===== src/rtl/irq_ack_pkg.sv =====
package irq_ack_pkg;

    localparam int ID_W     = 10;
    localparam int PRIO_W   = 8;
    localparam int SRC_W    = 3;
    localparam int DATA_W   = ID_W + SRC_W;
    localparam int SGI_LAST = 15;

    localparam logic [ID_W-1:0]   SPURIOUS_ID = 10'd1023;
    localparam logic [PRIO_W-1:0] IDLE_PRIO   = 8'hFF;

    typedef struct packed {
        logic              groups_en;
        logic              cbpr;
        logic [2:0]        bpr;
        logic [2:0]        abpr;
    } bp_cfg_t;

    typedef struct packed {
        logic              valid;
        logic [ID_W-1:0]   id;
        logic [PRIO_W-1:0] prio;
        logic              grp1;
        logic              one_of_n;
    } offer_t;

    typedef enum logic [1:0] {
        RESP_SPURIOUS,
        RESP_SGI,
        RESP_PLAIN
    } resp_kind_t;

    // Binary point actually applied to an interrupt of the given group.
    function automatic logic [2:0] pick_bp(input bp_cfg_t cfg, input logic grp1);
        if (cfg.groups_en && !cfg.cbpr && grp1) begin
            return (cfg.abpr == 3'd0) ? 3'd0 : cfg.abpr - 3'd1;
        end
        return cfg.bpr;
    endfunction

    // Keeps the priority bits above the binary point.
    function automatic logic [PRIO_W-1:0] bp_mask(input logic [2:0] bp);
        logic [3:0] sh;
        sh = {1'b0, bp} + 4'd1;
        return 8'hFF << sh;
    endfunction

endpackage


===== src/rtl/ack_prio_calc.sv =====
module ack_prio_calc
    import irq_ack_pkg::*;
#(
    parameter int NUM_LEVELS = 32,
    localparam int LVL_W = $clog2(NUM_LEVELS)
) (
    input  logic [PRIO_W-1:0] prio,
    input  logic              grp1,
    input  bp_cfg_t           cfg,
    output logic [PRIO_W-1:0] gprio,
    output logic [LVL_W-1:0]  level,
    output logic              use_ns
);
    logic [2:0] bp;

    always_comb begin
        bp     = pick_bp(cfg, grp1);
        gprio  = prio & bp_mask(bp);
        level  = gprio[PRIO_W-1 -: LVL_W];
        use_ns = cfg.groups_en && grp1;
    end
endmodule


===== src/rtl/ack_sgi_pick.sv =====
module ack_sgi_pick
    import irq_ack_pkg::*;
#(
    parameter int NUM_CPUS = 4
) (
    input  logic [NUM_CPUS-1:0] src_bits,
    output logic [SRC_W-1:0]    src_idx,
    output logic [NUM_CPUS-1:0] src_onehot,
    output logic                none_left
);
    logic [NUM_CPUS-1:0] rest;

    always_comb begin
        src_idx    = '0;
        src_onehot = '0;
        for (int i = NUM_CPUS - 1; i >= 0; i--) begin
            if (src_bits[i]) begin
                src_idx    = SRC_W'(i);
                src_onehot = NUM_CPUS'(1) << i;
            end
        end
        rest      = src_bits & ~src_onehot;
        none_left = (rest == '0);
    end
endmodule


===== src/rtl/ack_active_state.sv =====
module ack_active_state
    import irq_ack_pkg::*;
#(
    parameter int NUM_LEVELS = 32,
    localparam int LVL_W = $clog2(NUM_LEVELS)
) (
    input  logic                  clk,
    input  logic                  rst,
    input  logic                  set_en,
    input  logic                  set_ns,
    input  logic [LVL_W-1:0]      level,
    input  logic [PRIO_W-1:0]     new_prio,
    output logic [PRIO_W-1:0]     running_prio,
    output logic [NUM_LEVELS-1:0] apr_bits,
    output logic [NUM_LEVELS-1:0] nsapr_bits
);
    logic [NUM_LEVELS-1:0] lvl_onehot;

    always_comb lvl_onehot = NUM_LEVELS'(1) << level;

    always_ff @(posedge clk) begin
        if (rst) begin
            running_prio <= IDLE_PRIO;
            apr_bits     <= '0;
            nsapr_bits   <= '0;
        end else if (set_en) begin
            running_prio <= new_prio;
            if (set_ns) nsapr_bits <= nsapr_bits | lvl_onehot;
            else        apr_bits   <= apr_bits | lvl_onehot;
        end
    end

    AST_STATE_HOLD: assert property (@(posedge clk) disable iff (rst)
        !set_en |=> ($stable(running_prio) && $stable(apr_bits) && $stable(nsapr_bits)));

    AST_ONE_LEVEL_BIT: assert property (@(posedge clk) disable iff (rst)
        set_en |=> (($countones(apr_bits ^ $past(apr_bits))
                   + $countones(nsapr_bits ^ $past(nsapr_bits))) <= 1));
endmodule


===== src/rtl/irq_ack_unit.sv =====
module irq_ack_unit
    import irq_ack_pkg::*;
#(
    parameter int NUM_CPUS   = 4,
    parameter int CPU_IDX    = 0,
    parameter int NUM_LEVELS = 32,
    localparam int LVL_W = $clog2(NUM_LEVELS)
) (
    input  logic                  clk,
    input  logic                  rst,
    input  logic                  ack_req,
    input  logic                  pend_valid,
    input  logic [ID_W-1:0]       pend_id,
    input  logic [PRIO_W-1:0]     pend_prio,
    input  logic                  pend_grp1,
    input  logic                  pend_one_of_n,
    input  logic [NUM_CPUS-1:0]   pend_sgi_src,
    input  logic                  groups_en,
    input  logic                  cbpr,
    input  logic [2:0]            bpr,
    input  logic [2:0]            abpr,
    output logic                  ack_valid,
    output logic [DATA_W-1:0]     ack_data,
    output logic [ID_W-1:0]       upd_id,
    output logic                  clr_pend_valid,
    output logic [NUM_CPUS-1:0]   clr_pend_mask,
    output logic                  sgi_src_clr_valid,
    output logic [NUM_CPUS-1:0]   sgi_src_clr_mask,
    output logic                  set_active_valid,
    output logic [PRIO_W-1:0]     running_prio,
    output logic [NUM_LEVELS-1:0] apr_bits,
    output logic [NUM_LEVELS-1:0] nsapr_bits
);
    localparam logic [NUM_CPUS-1:0] OWN_MASK = NUM_CPUS'(1) << CPU_IDX;

    offer_t              offer;
    bp_cfg_t             cfg;
    resp_kind_t          kind;
    logic [PRIO_W-1:0]   gprio;
    logic [LVL_W-1:0]    level;
    logic                use_ns;
    logic [SRC_W-1:0]    src_idx;
    logic [NUM_CPUS-1:0] src_onehot;
    logic                none_left;
    logic                take;
    logic [DATA_W-1:0]   data_nxt;
    logic                clr_nxt;
    logic [NUM_CPUS-1:0] clr_mask_nxt;

    always_comb begin
        offer = '{valid: pend_valid, id: pend_id, prio: pend_prio,
                  grp1: pend_grp1, one_of_n: pend_one_of_n};
        cfg   = '{groups_en: groups_en, cbpr: cbpr, bpr: bpr, abpr: abpr};
    end

    ack_prio_calc #(.NUM_LEVELS(NUM_LEVELS)) u_prio (
        .prio   (offer.prio),
        .grp1   (offer.grp1),
        .cfg    (cfg),
        .gprio  (gprio),
        .level  (level),
        .use_ns (use_ns)
    );

    ack_sgi_pick #(.NUM_CPUS(NUM_CPUS)) u_sgi (
        .src_bits   (pend_sgi_src),
        .src_idx    (src_idx),
        .src_onehot (src_onehot),
        .none_left  (none_left)
    );

    always_comb begin
        take = ack_req && offer.valid && (offer.prio < running_prio);
        if (!take)                          kind = RESP_SPURIOUS;
        else if (offer.id <= ID_W'(SGI_LAST)) kind = RESP_SGI;
        else                                kind = RESP_PLAIN;

        data_nxt     = {{SRC_W{1'b0}}, SPURIOUS_ID};
        clr_nxt      = 1'b0;
        clr_mask_nxt = OWN_MASK;
        unique case (kind)
            RESP_SGI: begin
                data_nxt = {src_idx, offer.id};
                clr_nxt  = none_left;
            end
            RESP_PLAIN: begin
                data_nxt     = {{SRC_W{1'b0}}, offer.id};
                clr_nxt      = 1'b1;
                clr_mask_nxt = offer.one_of_n ? {NUM_CPUS{1'b1}} : OWN_MASK;
            end
            default: ;
        endcase
    end

    ack_active_state #(.NUM_LEVELS(NUM_LEVELS)) u_state (
        .clk          (clk),
        .rst          (rst),
        .set_en       (take),
        .set_ns       (use_ns),
        .level        (level),
        .new_prio     (gprio),
        .running_prio (running_prio),
        .apr_bits     (apr_bits),
        .nsapr_bits   (nsapr_bits)
    );

    always_ff @(posedge clk) begin
        if (rst) begin
            ack_valid         <= 1'b0;
            ack_data          <= '0;
            upd_id            <= '0;
            clr_pend_valid    <= 1'b0;
            clr_pend_mask     <= '0;
            sgi_src_clr_valid <= 1'b0;
            sgi_src_clr_mask  <= '0;
            set_active_valid  <= 1'b0;
        end else begin
            ack_valid         <= ack_req;
            ack_data          <= data_nxt;
            upd_id            <= offer.id;
            clr_pend_valid    <= clr_nxt;
            clr_pend_mask     <= clr_mask_nxt;
            sgi_src_clr_valid <= (kind == RESP_SGI) && (pend_sgi_src != '0);
            sgi_src_clr_mask  <= src_onehot;
            set_active_valid  <= take;
        end
    end

    AST_SPURIOUS_QUIET: assert property (@(posedge clk) disable iff (rst)
        (ack_valid && ack_data[ID_W-1:0] == SPURIOUS_ID)
        |-> (!set_active_valid && !clr_pend_valid && !sgi_src_clr_valid));

    AST_PRIO_RISES: assert property (@(posedge clk) disable iff (rst)
        set_active_valid |-> (running_prio < $past(running_prio)));

    AST_SGI_ONE_SRC: assert property (@(posedge clk) disable iff (rst)
        sgi_src_clr_valid |-> ($countones(sgi_src_clr_mask) == 1
                               && upd_id <= ID_W'(SGI_LAST)));

    AST_CLR_HAS_OWN: assert property (@(posedge clk) disable iff (rst)
        clr_pend_valid |-> clr_pend_mask[CPU_IDX]);

    AST_RESP_NEXT: assert property (@(posedge clk) disable iff (rst)
        ack_req |=> ack_valid);
endmodule


===== config.mk =====
export PLATFORM = sky130hd
export DESIGN_NAME = irq_ack_unit
export DESIGN_NICKNAME = d
export VERILOG_FILES = /design/src/rtl/irq_ack_pkg.sv /design/src/rtl/ack_prio_calc.sv /design/src/rtl/ack_sgi_pick.sv /design/src/rtl/ack_active_state.sv /design/src/rtl/irq_ack_unit.sv
export SDC_FILE = /design/constraint.sdc
export NUM_CORES = 1
export LEC_CHECK = 0
export ABC_AREA = 1
export BUFFER_PORTS_ARGS = -buffer_cell sky130_fd_sc_hd__buf_4
export CAP_MARGIN = 20
export CELL_PAD_IN_SITES_DETAIL_PLACEMENT = 1
export CELL_PAD_IN_SITES_GLOBAL_PLACEMENT = 1
export CORE_MARGIN = 2
export CORE_UTILIZATION = 39
export DETAILED_ROUTE_END_ITERATION = 7
export GPL_TIMING_DRIVEN = 0
export HOLD_SLACK_MARGIN = 0.15
export PLACE_DENSITY = 0.85
export SLEW_MARGIN = 20
export SYNTH_ARGS = -nofsm -noshare
export SYNTH_HDL_FRONTEND = slang
export SYNTH_SLANG_ARGS = --single-unit

===== constraint.sdc =====
create_clock -name clk -period 4.5 [get_ports clk]
set_input_delay 0.675 -clock clk [delete_from_list [all_inputs] [get_ports clk]]
set_output_delay 0.675 -clock clk [all_outputs]
set_load 0.05 [all_outputs]

==> metrics <==
I/O Pins=143; worst path required time=4.79 ns; post-cts resize count=0; largest net degree at the start of global routing=20; peak supply drop=0.186 mV; routed wl met3=1130 um; hpwl dp=10400 um; synth top area cells=dfxtp_1 48%, nand4_1 9.6%, inv_1 9.2%; Max Slew Vio Count=0; Area Overhead vs Synth=33.4%; WHS Path Cells=2; setup TNS=0 ns; Root Buffer=clkbuf_8; fraction of registers with async set/reset=0; Crit. path cell count=15; Worst Setup Path Type=in -> reg; routed length on met1=5310 um; vias in the first global route=4196; Finished Cell Area=5730 um^2; Final ANT Viol Nets=0; TritonCTS Buffers=9; status=finished clean; fillers=1296; top_reg_cell synth=dfxtp_1; CTS tree=yes; Total Power=1.94 mW; initial antenna violation count=0; Core ar.=10800 um^2; min-delay worst type=reg -> reg; highest metal used=met4; Final Hold Fails=0; synth unique cells=36; DR WL met2=6690 um; P_leak=2.53 nW; Crit. End Element=flip-flop; clock power share=0.321; Crit path max-delay family=simple AND/OR/NAND/NOR gates; die width=109 um; # clock sinks=104; gr ovfl total=0; fraction of layout cells with a size suffix above 1=0.309; number of hold buffers added after CTS=0; CP Buf/Inv Count=3; Detailed Routing Iterations Pass 1=4; worst slew pin tran=0.538 ns; Final Instance Count excl. Fillers=804; Rel. slew slack=0.642; # port buffers=140; Initial Util=0.398; FF+latch count, synth=104; die area=11900 um^2; Ant. Diodes=0; RSZ-0062 raised after global routing=no; final setup vio count=0; CP max stage delay=0.29 ns; worst hold slack=0.458 ns; drt wl/cell=16.6 um; R2R Path Start=u_state.running_prio[1]$_SDFFE_PP1N_; Synth area leader=dfxtp_1; Clock transition at path regs=0.11 ns; Initial DRC Count=93; post-synthesis cell count=508; Overall Global Routing Usage=0.230; cell area after synthesis=4300 um^2; Post-Syn Nets=556; routability cong.=0.838; post-synthesis sequential area ratio=0.484; syn avg cell area=8.46 um^2; Reg power frac=0.492; synth warn=0; final worst-path cycle share=0.593; clock latency on the worst-skew pair=0.37 ns; global-route wire length before repair=21100 um; DRC viols=0; startpoint types=primary input; Max-cap violations=0; H-tree level count=3; crit-path max FO=8; Layout Skew=0.00803 ns; Int Pwr=1.32 mW; Max Clk Rate=374 MHz; Gate power share=0.187; dpl cell area=5520 um^2; Cell Pwr Density=338 nW/um^2; Reg area=2080 um^2; Critical-path top delay cell=nor2_4; placed cells=788; most frequent cells in the layout=147 x buf_4, 105 x inv_1, 104 x dfxtp_1; vias per inst=5.09; area of the multi-input gates=1610 um^2; Crit. Startpoint=abpr[1]; post-CTS setup buffer count=0; CTS Buffer Depth=2; post-synth top area share=0.484; reg2reg path depth=12; Switching Share=0.318; Post-Route WL=13300 um; routed vias=4089; die height=109 um; CP cell instances=buf_4 -> nor2_1 -> ha_1 -> inv_1 -> nand2_1 -> nand2_1 -> nand2_2 -> inv_1 -> ha_1 -> nand3b_1 -> nand2_2 -> nand4_2 -> nor2_4 -> nand4_1 -> a21oi_1; Switch Pwr=617 uW; number of synthesized flops with an enable pin=0; Tmin final=2.67 ns; commonest non-fill, non-tap cell in the layout=buf_4; Worst EP arrival=2.96 ns; final net count=707; hold_sp=u_state.apr_bits[26]$_SDFFE_PP0P_; FP Rows=38
-- cells in the mapped netlist, types with 2 or more instances --
cell type  number
o21ai_0        11
a22oi_1         5
nor2_1         27
inv_1         105
buf_4           7
o211ai_1        3
nand2_2         7
buf_2           6
nand4_2         2
ha_1           12
a21oi_1        67
a211oi_1        2
nand3_1         4
nand3_2         2
nand2_1        29
inv_2           2
nand3b_1        2
nand4_1        66
o21ai_1         2
dfxtp_1       104
clkinv_1        2
buf_6           4
clkbuf_1       13
nor2_4         12
-- layer usage --
layer	vias to the layer above	track usage
met1	1975	0.265
met3	17	0.0622
met2	136	0.416
met4	0	0.0687
met5	-	0
li1	1961	-
-- final timing paths --
check	to	slack (ns)
min reg2reg	u_state.apr_bits[26]$_SDFFE_PP0P_	0.46
max	u_state.nsapr_bits[7]$_SDFFE_PP0P_	1.83
max reg2reg	u_state.apr_bits[13]$_SDFFE_PP0P_	2.25
min	u_state.apr_bits[26]$_SDFFE_PP0P_	0.46
-- kinds of logic (layout without fill, tap and decap cells) --
logic type / after synthesis / after routing / share of synthesized area
and+or+nand+nor: 156 / 156 / 0.222
AOI/OAI and AO/OA: 93 / 93 / 0.117
other: 1 / 1 / 0.000873
DFF: 104 / 104 / 0.484
adders and majority gates: 12 / 12 / 0.0349
buffers and inverters: 142 / 298 / 0.141
-- worst reg2reg max path: stages (launching register included) --
cell	delay (ns)
dfxtp_1	0.34
inv_1	0.06
ha_1	0.27
o21ai_1	0.09
nand2_1	0.08
nand2_1	0.06
nand2_1	0.06
nand2_1	0.08
nand3b_2	0.16
nor2_1	0.35
buf_2	0.30
nand4_1	0.15
a21oi_1	0.19
-- stage by stage --
stage	setup WS [ns]	util
floorplan	2.03	-
finish	1.83	0.531
global route	1.67	0.531
CTS	1.88	0.531
global placement	1.69	0.512
detailed placement	1.49	0.512
-- sequential cells by signal, indices dropped and copies added, names as in the netlist --
| signal | count |
|---|---|
| u_state.nsapr_bits | 32 |
| u_state.running_prio | 8 |
| sgi_src_clr_mask | 4 |
| clr_pend_mask | 2 |
| upd_id | 10 |
| u_state.apr_bits | 32 |
| clr_pend_valid | 1 |
| ack_valid | 1 |
| sgi_src_clr_valid | 1 |
| ack_data | 12 |
| set_active_valid | 1 |
-- power by group through the flow --
stage | Sequential [mW] | Combinational [mW] | Clock [mW]
after floorplan | 1.06 | 0.152 | 0
after global placement | 0.975 | 0.351 | 0
after detailed placement | 0.976 | 0.363 | 0
after CTS | 0.955 | 0.364 | 0.631
after global routing | 0.958 | 0.389 | 0.669
final | 0.955 | 0.362 | 0.622
-- cell type report --
cell class              instances  area share
plain buffers                  31      0.0314
clock buffers                   9      0.0216
clock inverters                 7      0.0151
inverters                     111      0.0740
multi-input cells             262       0.281
flip-flops and latches        104       0.363
well taps                     140      0.0305
repair buffers                140       0.183
No activity file was read; power rests on OpenSTA's default activity.
